**config.mk**
```make
export PLATFORM = sky130hd
export DESIGN_NAME = dma_chan_seq
export DESIGN_NICKNAME = d
export VERILOG_FILES = /design/src/rtl/dma_seq_pkg.sv /design/src/rtl/dma_chan_cfg.sv /design/src/rtl/dma_chan_count.sv /design/src/rtl/dma_chan_req.sv /design/src/rtl/dma_chan_status.sv /design/src/rtl/dma_chan_seq.sv
export SDC_FILE = /design/constraint.sdc
export NUM_CORES = 1
export LEC_CHECK = 0
export ABC_AREA = 1
export BUFFER_PORTS_ARGS = -buffer_cell sky130_fd_sc_hd__buf_2
export CORE_MARGIN = 4
export CORE_UTILIZATION = 47
export DETAILED_ROUTE_END_ITERATION = 8
export GPL_TIMING_DRIVEN = 0
export PLACE_DENSITY = 0.82
export SYNTH_ARGS = -nofsm -noshare
export SYNTH_HDL_FRONTEND = slang
export SYNTH_SLANG_ARGS = --single-unit
export TNS_END_PERCENT = 100
```
**constraint.sdc**
```tcl
create_clock -name clk -period 1.6 [get_ports clk]
set_clock_uncertainty 0.05 [all_clocks]
set_input_delay 0.24 -clock clk [delete_from_list [all_inputs] [get_ports clk]]
set_output_delay 0.24 -clock clk [all_outputs]
set_load 0.05 [all_outputs]
```
**src/rtl/dma_seq_pkg.sv**
```systemverilog
package dma_seq_pkg;

  typedef enum logic [1:0] {
    XM_DEMAND  = 2'b00,
    XM_SINGLE  = 2'b01,
    XM_BLOCK   = 2'b10,
    XM_CASCADE = 2'b11
  } xfer_mode_e;

  // Request-flag successor for one clock edge.
  function automatic logic req_next(
    input xfer_mode_e m,
    input logic       fired,
    input logic       tc_done,
    input logic       tc_hit,
    input logic       req,
    input logic       drq
  );
    logic r;
    case (m)
      XM_SINGLE: r = fired ? 1'b0 : (req | drq);
      XM_BLOCK: begin
        if (fired) r = tc_hit ? drq : req;
        else       r = tc_done ? drq : (req | drq);
      end
      default:   r = drq;
    endcase
    return r;
  endfunction

  // Software request survives only while the channel can run.
  function automatic logic sw_next(
    input logic sw_set,
    input logic sw_now,
    input logic can_run
  );
    return sw_set | (sw_now & can_run);
  endfunction

endpackage

```
**src/rtl/dma_chan_cfg.sv**
```systemverilog
module dma_chan_cfg
  import dma_seq_pkg::*;
#(
  parameter int MODE_LSB = 4,
  parameter int DIS_BIT  = 2,
  parameter int BYTE_W   = 8
) (
  input  logic              clk,
  input  logic              rst,
  input  logic              mode_wr,
  input  logic [BYTE_W-1:0] mode_din,
  input  logic              cmd_wr,
  input  logic [BYTE_W-1:0] cmd_din,
  input  logic              mask_wr,
  input  logic              mask_din,
  output xfer_mode_e        mode,
  output logic              disabled,
  output logic              masked
);

  logic [1:0] mode_q;
  logic       dis_q;
  logic       mask_q;
  logic       unused_cfg_bits;

  assign unused_cfg_bits = ^{mode_din, cmd_din};

  always_ff @(posedge clk) begin
    if (rst) begin
      mode_q <= 2'b00;
      dis_q  <= 1'b0;
      mask_q <= 1'b1;
    end else begin
      if (mode_wr) mode_q <= mode_din[MODE_LSB +: 2];
      if (cmd_wr)  dis_q  <= cmd_din[DIS_BIT];
      if (mask_wr) mask_q <= mask_din;
    end
  end

  assign mode     = xfer_mode_e'(mode_q);
  assign disabled = dis_q;
  assign masked   = mask_q;

  // reset leaves the channel masked, enabled and in demand mode
  a_r11_reset_cfg: assert property (@(posedge clk)
    rst |=> (masked && !disabled && mode == XM_DEMAND));

  // a mode write lands its field in the next cycle
  a_r1_mode_load: assert property (@(posedge clk) disable iff (rst)
    mode_wr |=> mode == xfer_mode_e'($past(mode_din[MODE_LSB +: 2])));

endmodule

```
**src/rtl/dma_chan_count.sv**
```systemverilog
module dma_chan_count #(
  parameter int CNT_W = 16
) (
  input  logic             clk,
  input  logic             rst,
  input  logic             load,
  input  logic [CNT_W-1:0] load_val,
  input  logic             fire,
  output logic [CNT_W-1:0] count,
  output logic             tc_done,
  output logic             tc_hit
);

  localparam logic [CNT_W-1:0] CNT_ZERO = '0;
  localparam logic [CNT_W-1:0] CNT_ALL1 = '1;

  function automatic logic [CNT_W-1:0] step_down(input logic [CNT_W-1:0] c);
    return c - {{(CNT_W-1){1'b0}}, 1'b1};
  endfunction

  logic [CNT_W-1:0] cnt_q;
  logic             tc_q;

  assign tc_hit = fire && (cnt_q == CNT_ZERO);

  always_ff @(posedge clk) begin
    if (rst) begin
      cnt_q <= CNT_ZERO;
      tc_q  <= 1'b0;
    end else if (load) begin
      cnt_q <= load_val;
      tc_q  <= 1'b0;
    end else if (fire) begin
      cnt_q <= step_down(cnt_q);
      if (tc_hit) tc_q <= 1'b1;
    end
  end

  assign count   = cnt_q;
  assign tc_done = tc_q;

  // a transfer steps the count down by exactly one
  a_r7_count_step: assert property (@(posedge clk) disable iff (rst)
    (fire && !load) |=> count == $past(count) - 1'b1);

  // without a transfer or load the count holds
  a_r7_count_hold: assert property (@(posedge clk) disable iff (rst)
    (!fire && !load) |=> $stable(count));

  // a load wins and clears terminal state
  a_r7_load_wins: assert property (@(posedge clk) disable iff (rst)
    load |=> (count == $past(load_val) && !tc_done));

  // the zero transfer wraps to all ones and raises terminal count
  a_r8_wrap: assert property (@(posedge clk) disable iff (rst)
    (tc_hit && !load) |=> (count == CNT_ALL1 && tc_done));

  // terminal count is sticky until a load
  a_r8_tc_sticky: assert property (@(posedge clk) disable iff (rst)
    (tc_done && !load) |=> tc_done);

endmodule

```
**src/rtl/dma_chan_req.sv**
```systemverilog
module dma_chan_req
  import dma_seq_pkg::*;
(
  input  logic       clk,
  input  logic       rst,
  input  xfer_mode_e mode,
  input  logic       fire,
  input  logic       tc_done,
  input  logic       tc_hit,
  input  logic       can_run,
  input  logic       drq,
  input  logic       sw_req,
  output logic       req_flag,
  output logic       pending
);

  logic req_q;
  logic sw_q;

  always_ff @(posedge clk) begin
    if (rst) begin
      req_q <= 1'b0;
      sw_q  <= 1'b0;
    end else begin
      req_q <= req_next(mode, fire, tc_done, tc_hit, req_q, drq);
      sw_q  <= sw_next(sw_req, sw_q, can_run);
    end
  end

  assign req_flag = req_q;
  assign pending  = req_q | sw_q;

  // single mode drops the flag after each transfer
  a_r4_single_clear: assert property (@(posedge clk) disable iff (rst)
    (fire && mode == XM_SINGLE) |=> !req_flag);

  // block mode keeps a set flag until terminal count
  a_r5_block_hold: assert property (@(posedge clk) disable iff (rst)
    (fire && mode == XM_BLOCK && req_flag && !tc_hit) |=> req_flag);

  // demand mode copies the request line each edge
  a_r3_demand_follow: assert property (@(posedge clk) disable iff (rst)
    (mode == XM_DEMAND) |=> req_flag == $past(drq));

  // a software request is dropped once the channel cannot run
  a_r10_sw_drop: assert property (@(posedge clk) disable iff (rst)
    (!can_run && !sw_req && !req_flag && !drq && mode != XM_BLOCK) |=> !pending);

endmodule

```
**src/rtl/dma_chan_status.sv**
```systemverilog
module dma_chan_status #(
  parameter int CH_IDX = 2,
  parameter int CH_NUM = 4
) (
  input  logic                clk,
  input  logic                rst,
  input  logic                tc_hit,
  input  logic                rd,
  input  logic                req_flag,
  output logic [2*CH_NUM-1:0] status
);

  localparam int STAT_W  = 2 * CH_NUM;
  localparam int REQ_POS = CH_IDX + CH_NUM;

  logic tc_bit;

  always_ff @(posedge clk) begin
    if (rst)         tc_bit <= 1'b0;
    else if (tc_hit) tc_bit <= 1'b1;
    else if (rd)     tc_bit <= 1'b0;
  end

  for (genvar i = 0; i < STAT_W; i++) begin : g_bit
    if (i == CH_IDX) begin : g_tc
      assign status[i] = tc_bit;
    end else if (i == REQ_POS) begin : g_req
      assign status[i] = req_flag;
    end else begin : g_zero
      assign status[i] = 1'b0;
    end
  end

  // a terminal-count event wins over a simultaneous read
  a_r9_hit_wins: assert property (@(posedge clk) disable iff (rst)
    tc_hit |=> status[CH_IDX]);

  // a read alone clears the TC bit
  a_r9_rd_clears: assert property (@(posedge clk) disable iff (rst)
    (rd && !tc_hit) |=> !status[CH_IDX]);

  // only the two channel bits may be set
  a_r9_layout: assert property (@(posedge clk) disable iff (rst)
    $countones(status) <= 2);

endmodule

```
**src/rtl/dma_chan_seq.sv**
```systemverilog
module dma_chan_seq
  import dma_seq_pkg::*;
#(
  parameter int CH_IDX   = 2,
  parameter int CH_NUM   = 4,
  parameter int CNT_W    = 16,
  parameter int MODE_LSB = 4,
  parameter int DIS_BIT  = 2
) (
  input  logic         clk,
  input  logic         rst,
  input  logic         mode_wr,
  input  logic [7:0]   mode_din,
  input  logic         cmd_wr,
  input  logic [7:0]   cmd_din,
  input  logic         mask_wr,
  input  logic         mask_din,
  input  logic         count_wr,
  input  logic [15:0]  count_din,
  input  logic         drq,
  input  logic         sw_req,
  input  logic         status_rd,
  output logic         xfer_strobe,
  output logic         tc_flag,
  output logic [7:0]   status_byte,
  output logic [15:0]  cur_count
);

  localparam int STAT_W = 2 * CH_NUM;

  xfer_mode_e       mode;
  logic             disabled;
  logic             masked;
  logic             tc_done;
  logic             tc_hit;
  logic             req_flag;
  logic             pending;
  logic             can_run;
  logic             fire;
  logic [CNT_W-1:0] count;
  logic [STAT_W-1:0] status;

  dma_chan_cfg #(.MODE_LSB(MODE_LSB), .DIS_BIT(DIS_BIT), .BYTE_W(8)) cfg_i (
    .clk(clk), .rst(rst),
    .mode_wr(mode_wr), .mode_din(mode_din),
    .cmd_wr(cmd_wr), .cmd_din(cmd_din),
    .mask_wr(mask_wr), .mask_din(mask_din),
    .mode(mode), .disabled(disabled), .masked(masked)
  );

  assign can_run = !masked && !tc_done && !disabled && (mode != XM_CASCADE);
  assign fire    = pending && can_run;

  dma_chan_count #(.CNT_W(CNT_W)) cnt_i (
    .clk(clk), .rst(rst),
    .load(count_wr), .load_val(count_din[CNT_W-1:0]),
    .fire(fire),
    .count(count), .tc_done(tc_done), .tc_hit(tc_hit)
  );

  dma_chan_req req_i (
    .clk(clk), .rst(rst),
    .mode(mode), .fire(fire), .tc_done(tc_done), .tc_hit(tc_hit),
    .can_run(can_run), .drq(drq), .sw_req(sw_req),
    .req_flag(req_flag), .pending(pending)
  );

  dma_chan_status #(.CH_IDX(CH_IDX), .CH_NUM(CH_NUM)) stat_i (
    .clk(clk), .rst(rst),
    .tc_hit(tc_hit), .rd(status_rd), .req_flag(req_flag),
    .status(status)
  );

  assign xfer_strobe = fire;
  assign tc_flag     = tc_done;
  assign status_byte = status;
  assign cur_count   = count;

  // a cascade channel never issues a transfer
  a_r6_cascade_idle: assert property (@(posedge clk) disable iff (rst)
    (mode == XM_CASCADE) |-> !xfer_strobe);

  // controller disable or mask block every transfer
  a_r2_blocked: assert property (@(posedge clk) disable iff (rst)
    (disabled || masked || tc_flag) |-> !xfer_strobe);

endmodule

```
Yosys cells after proc, flatten, opt, wreduce, memory -nomap -nowiden
Cells that the tools add are included.
{"block": "word_totals", "regBits": 24, "wordCells": 39, "out_inout_bits": 26}
{"block": "classes", "n_reduce_logical": 13, "mux": 9, "bitwise_logic": 4, "eq_ne": 4, "add_sub_neg": 1}
{"operator": "$mux W16", "n": 2}
{"operator": "$logic_not A16 Y1", "n": 1}
{"operator": "$sub A16 B1 Y16 const B", "n": 1}
{"operator": "$mux W1", "n": 6}
{"operator": "$logic_and A1 B1 Y1", "n": 5}
{"operator": "$reduce_bool A2 Y1", "n": 2}
{"operator": "$logic_not A1 Y1", "n": 3}
{"operator": "$ne A3 B2 Y1 const B", "n": 1}
{"operator": "$or A1 B1 Y1", "n": 3}
{"operator": "$eq A2 B1 Y1 const B", "n": 1}
{"operator": "$eq A2 B2 Y1 const B", "n": 1}
{"operator": "$ne A2 B2 Y1 const B", "n": 1}
{"operator": "$pmux W1 S2", "n": 1}
{"operator": "$reduce_and A2 Y1", "n": 1}
{"operator": "$reduce_or A2 Y1", "n": 1}
{"operator": "$and A1 B1 Y1", "n": 1}

Logic depth before layout (Yosys ltp)
{"block": "depth", "ltp_word": 9, "depth_mapped": 10}

Hierarchy
Synthesis repeated with hierarchy kept, for this count alone.
{"block": "unflattened", "hier_cells": 241, "area_unflattened_um2": 1599.0}
{"mod": "dma_chan_count", "cells_per_inst": 170, "area_per_inst_um2": 1147.4, "seq_area_each_um2": 340.3, "instances": 1}
{"mod": "dma_chan_req", "cells_per_inst": 26, "area_per_inst_um2": 163.9, "seq_area_each_um2": 40.0, "instances": 1}
{"mod": "dma_chan_cfg", "cells_per_inst": 24, "area_per_inst_um2": 156.4, "seq_area_each_um2": 80.1, "instances": 1}
{"mod": "dma_chan_status", "cells_per_inst": 14, "area_per_inst_um2": 103.8, "seq_area_each_um2": 20.0, "instances": 1}
{"mod": "dma_chan_seq", "cells_per_inst": 7, "area_per_inst_um2": 27.5, "seq_area_each_um2": 0.0, "instances": 1}

Worst setup path before layout
No wires, ideal clock.
{"block": "synth_timing", "kind": "flip-flop to flip-flop", "startpoint": "reg cnt_i.cnt_q[0], in the netlist cnt_i.count[0]", "endpoint": "reg cnt_i.cnt_q[6], in the netlist cnt_i.count[6]", "arrival_time_ns": 1.539, "n_path_buf": 0, "setup_ns": 0.129, "period_less_slack_ns": 1.718, "setup_slack_ns": -0.118, "stages_incl_launch_ff": 8, "required_time_ns": 1.421, "cell_sequence": "dfxtp_1 -> inv_1 -> ha_1 -> nand2_4 -> nor2_8 -> xor2_1 -> a21oi_1 -> nor2_1"}
{"block": "synth_between", "elab_chain_len": 3}
{"element": "start: declaration", "line": "dma_chan_count.sv:21", "rtl": "logic [CNT_W-1:0] cnt_q;"}
{"element": "start signal: assignment", "line": "dma_chan_count.sv:31", "rtl": "cnt_q <= load_val;"}
{"element": "start signal: assignment", "line": "dma_chan_count.sv:34", "rtl": "cnt_q <= step_down(cnt_q);"}
{"element": "$sub A16 B1 Y16", "line": "dma_chan_count.sv:18", "rtl": "return c - {{(CNT_W-1){1'b0}}, 1'b1};"}
{"element": "$mux W16", "line": "dma_chan_count.sv:33", "rtl": "end else if (fire) begin"}
{"element": "$mux W16", "line": "dma_chan_count.sv:30", "rtl": "end else if (load) begin"}
Every way passes these cells. The select of a mux whose other input is x is not followed.
A chain may end at the register's enable or synchronous reset.

Worst setup path in the final report
{"block": "layout_timing", "startpoint": "reg cfg_i.mode_q[1], in the netlist cfg_i.mode[1]", "endpoint": "out xfer_strobe"}
{"block": "layout_between", "elab_chain_len": 3}
{"element": "start: declaration", "line": "dma_chan_cfg.sv:21", "rtl": "logic [1:0] mode_q;"}
{"element": "start signal: assignment", "line": "dma_chan_cfg.sv:34", "rtl": "if (mode_wr) mode_q <= mode_din[MODE_LSB +: 2];"}
{"element": "$ne A2 B2 Y1", "line": "dma_chan_seq.sv:51", "rtl": "assign can_run = !masked && !tc_done && !disabled && (mode != XM_CASCADE);"}
{"element": "$logic_and A1 B1 Y1", "line": "dma_chan_seq.sv:51"}
{"element": "$logic_and A1 B1 Y1", "line": "dma_chan_seq.sv:52", "rtl": "assign fire = pending && can_run;"}
{"element": "end: declaration", "line": "dma_chan_seq.sv:23", "rtl": "output logic xfer_strobe,"}
Every way passes these cells.

==> results.sh <==
export IMPL_layout_commonest_cell="nand2_1"
export IMPL_setup_ws_ns=-0.000682
export IMPL_end_kind="output port"
export IMPL_yosysWarnings=0
export IMPL_grt_max_degree=14
export IMPL_io_pins=68
export IMPL_die_height_um=66.8
export IMPL_finalPower_w=0.00163
export IMPL_clk_path_buf_depth=2
export IMPL_synthAdderAreaFrac_pct=3.08
export IMPL_synth_xor_area_share_pct=3.77
export IMPL_first_pass_iters=4
export IMPL_die_area_um2=4470
export IMPL_hold_class="input port to flip-flop"
export IMPL_tightestPinTransition_ns=0.519
export IMPL_violations="setup timing"
export IMPL_layout_common_cells="60 x nand2_1, 46 x buf_2, 34 x inv_1"
export IMPL_fin_crit_ns=1.60
export IMPL_fillerInstances=313
export IMPL_wl_per_cell_um=11.7
export IMPL_critPathMaxFanout=2
export IMPL_hold_violations=0
export IMPL_htree_levels=1
export IMPL_grt_usage_pct=19.0
export IMPL_clk_latency_ns=0.33
export IMPL_ys_seq_elements=24
export IMPL_holdWs_ns=0.0308
export IMPL_yosys_mux_area_fraction_pct=0
export IMPL_vias=1736
export IMPL_syn_cell_area_um2=1630
export IMPL_cap_violations=0
export IMPL_slew_headroom_pct=65.4
export IMPL_grt_pass1_wl_mm=6.51
export IMPL_ant_nets=0
export IMPL_grt_pass1_vias=1476
export IMPL_antennaDiodeCount=0
export IMPL_vdd_ir_drop_max_uv=419
export IMPL_drtIter0Drc=94
export IMPL_final_period_utilization_pct=100
export IMPL_initial_core_util_pct=48.7
export IMPL_routed_wl_mm=4.17
export IMPL_worstSetupPathType="flip-flop to output port"
export IMPL_syn_to_final_growth_pct=28.8
export IMPL_synth_compound_area_share_pct=11.8
export IMPL_synth_simple_area_share_pct=37.9
export IMPL_clkTransAtPathRegs_ns=0.15
export IMPL_cts_root_buf="clkbuf_4"
export IMPL_startpoint_type="flip-flop"
export IMPL_worstPathArrival_ns=1.31
export IMPL_die_w_um=66.8
export IMPL_cp_required_ns=1.31
export IMPL_power_density_nw_per_um2=776
export IMPL_drive_above_1_share_pct=32.7
export IMPL_setup_viol=1
export IMPL_yosysSeqAreaShare_pct=29.5
export IMPL_core_area_um2=3340
export IMPL_place_congestion=0.830
export IMPL_yosysUniqueCellTypes=27
export IMPL_synth_top_family_by_area="simple AND/OR/NAND/NOR gates"
export IMPL_drc_errors=0
export IMPL_total_leakage_power_nw=1.11
export IMPL_fmax_ghz=0.625
export IMPL_port_buffers=46
export IMPL_cts_sinks=24
export IMPL_cts_tree="yes"
export IMPL_antenna_found_initial=0
export IMPL_stdcell_count=355
export IMPL_syn_avg_cell_area_um2=6.64
export IMPL_viasPerCell=4.89
export IMPL_rsz0062_at_grt="yes"
export IMPL_dp_hpwl_mm=2.98
export IMPL_rows=21
export IMPL_status="complete, but fails checks"
export IMPL_grt_remaining_overflow=0
export IMPL_nNetsFinal=356
export IMPL_cts_buffers=3
export IMPL_final_max_slew_viol_count=0
export IMPL_synth_cells=245
export IMPL_placedCellCount=342
==> final cells by class <==
| type | count | area, um^2 | share of cell area, % |
|---|---|---|---|
| multi-input cells | 176 | 975 | 46.5 |
| flip-flops and latches | 24 | 485 | 23.2 |
| repair buffers | 55 | 315 | 15.1 |
| inverters | 38 | 145 | 6.93 |
| plain buffers | 12 | 80.1 | 3.82 |
| well taps | 46 | 57.6 | 2.75 |
| clock buffers | 4 | 36.3 | 1.73 |
==> cells by family (layout without fill, tap and decap cells) <==
| kind of cell | count (synthesis) | in the layout |
|---|---|---|
| flops | 24 | 24 |
| fa+ha+maj | 4 | 4 |
| buf+inv | 50 | 109 |
| compound gates | 35 | 35 |
| other cells | 1 | 6 |
| simple gates | 124 | 124 |
| xor+xnor | 7 | 7 |
==> routing by layer <==
| layer | vias up | global-route usage, % | routed length (um) |
|---|---|---|---|
| met2 | 63 | 32.2 | 2040 |
| li1 | 886 | - | - |
| met1 | 778 | 24.8 | 1750 |
| met4 | 0 | 5.58 | 77 |
| met3 | 9 | 2.70 | 299 |
| met5 | - | 0 | 0 |
==> registers in the layout, indices dropped and copies added, names as in the netlist <==
register        cells
cnt_i.count        16
cfg_i.mode          2
cfg_i.disabled      1
cfg_i.masked        1
cnt_i.tc_done       1
req_i.req_flag      1
req_i.sw_q          1
stat_i.tc_bit       1
==> stage by stage <==
stage | utilization, % | worst slack (ns) | instance area [um^2] | TNS, ns
after floorplan | - | 0.0540 | 1650 | 0
after global placement | 58.0 | 0.0707 | 1940 | 0
after detailed placement | 58.0 | 0.0484 | 1940 | 0
after CTS | 61.1 | -0.0110 | 2040 | -0.0110
after global routing | 62.8 | -0.0391 | 2090 | -0.170
final | 62.8 | -0.000682 | 2090 | -0.000682
==> worst paths after layout <==
kind | start | to | slack [ns] | cells after the start
max | cfg_i.mode[1]$_SDFFE_PP0P_ | xfer_strobe | -0.0007 | 5
min | cmd_wr | cfg_i.disabled$_SDFFE_PP0P_ | 0.03 | 2
min reg2reg | cnt_i.count[1]$_SDFFE_PP0P_ | cnt_i.count[1]$_SDFFE_PP0P_ | 0.45 | 2
max reg2reg | cfg_i.mode[1]$_SDFFE_PP0P_ | cnt_i.count[9]$_SDFFE_PP0P_ | 0.04 | 7
==> repair_timing <==
| action | in CTS | in global routing |
|---|---|---|
| hold buffers | 0 | 0 |
| gates resized for setup | 8 | 8 |
| endpoints found under the setup margin | 1 | 13 |
| setup buffers | 5 | 4 |
| pin swaps | 4 | 7 |
| cloned | 0 | 0 |
==> cell usage after synthesis, drive strengths merged <==
library cell	count	area share, %
nand4	4	1.5
a21oi	17	5.5
buf	10	4.5
o21ai	14	4.3
xor2	6	3.2
nand3	15	6.0
xnor2	1	0.54
nor2	41	15
a211oi	1	0.77
a31oi	2	0.77
nand2	64	16
clkbuf	2	0.46
dfxtp	24	30
inv	38	8.8
conb	1	0.23
o21a	1	0.46
ha	4	3.1
==> power by group <==
group / switching [W] / leakage, nW / total [W] / internal [W]
registers: 0.0000423 / 0.200 / 0.000680 / 0.000637
clock network: 0.000202 / 0.0210 / 0.000341 / 0.000139
logic: 0.000406 / 0.886 / 0.000605 / 0.000199
total: 0.000650 / 1.11 / 0.00163 / 0.000976
==> worst max-delay path, stage by stage, from the launching register on <==
cell     delay [ns]
dfxtp_2        0.37
ha_4           0.16
nor2_4         0.12
nand2_4        0.09
nor2_8         0.10
buf_8          0.15
Power figures use the tool's default switching activity.
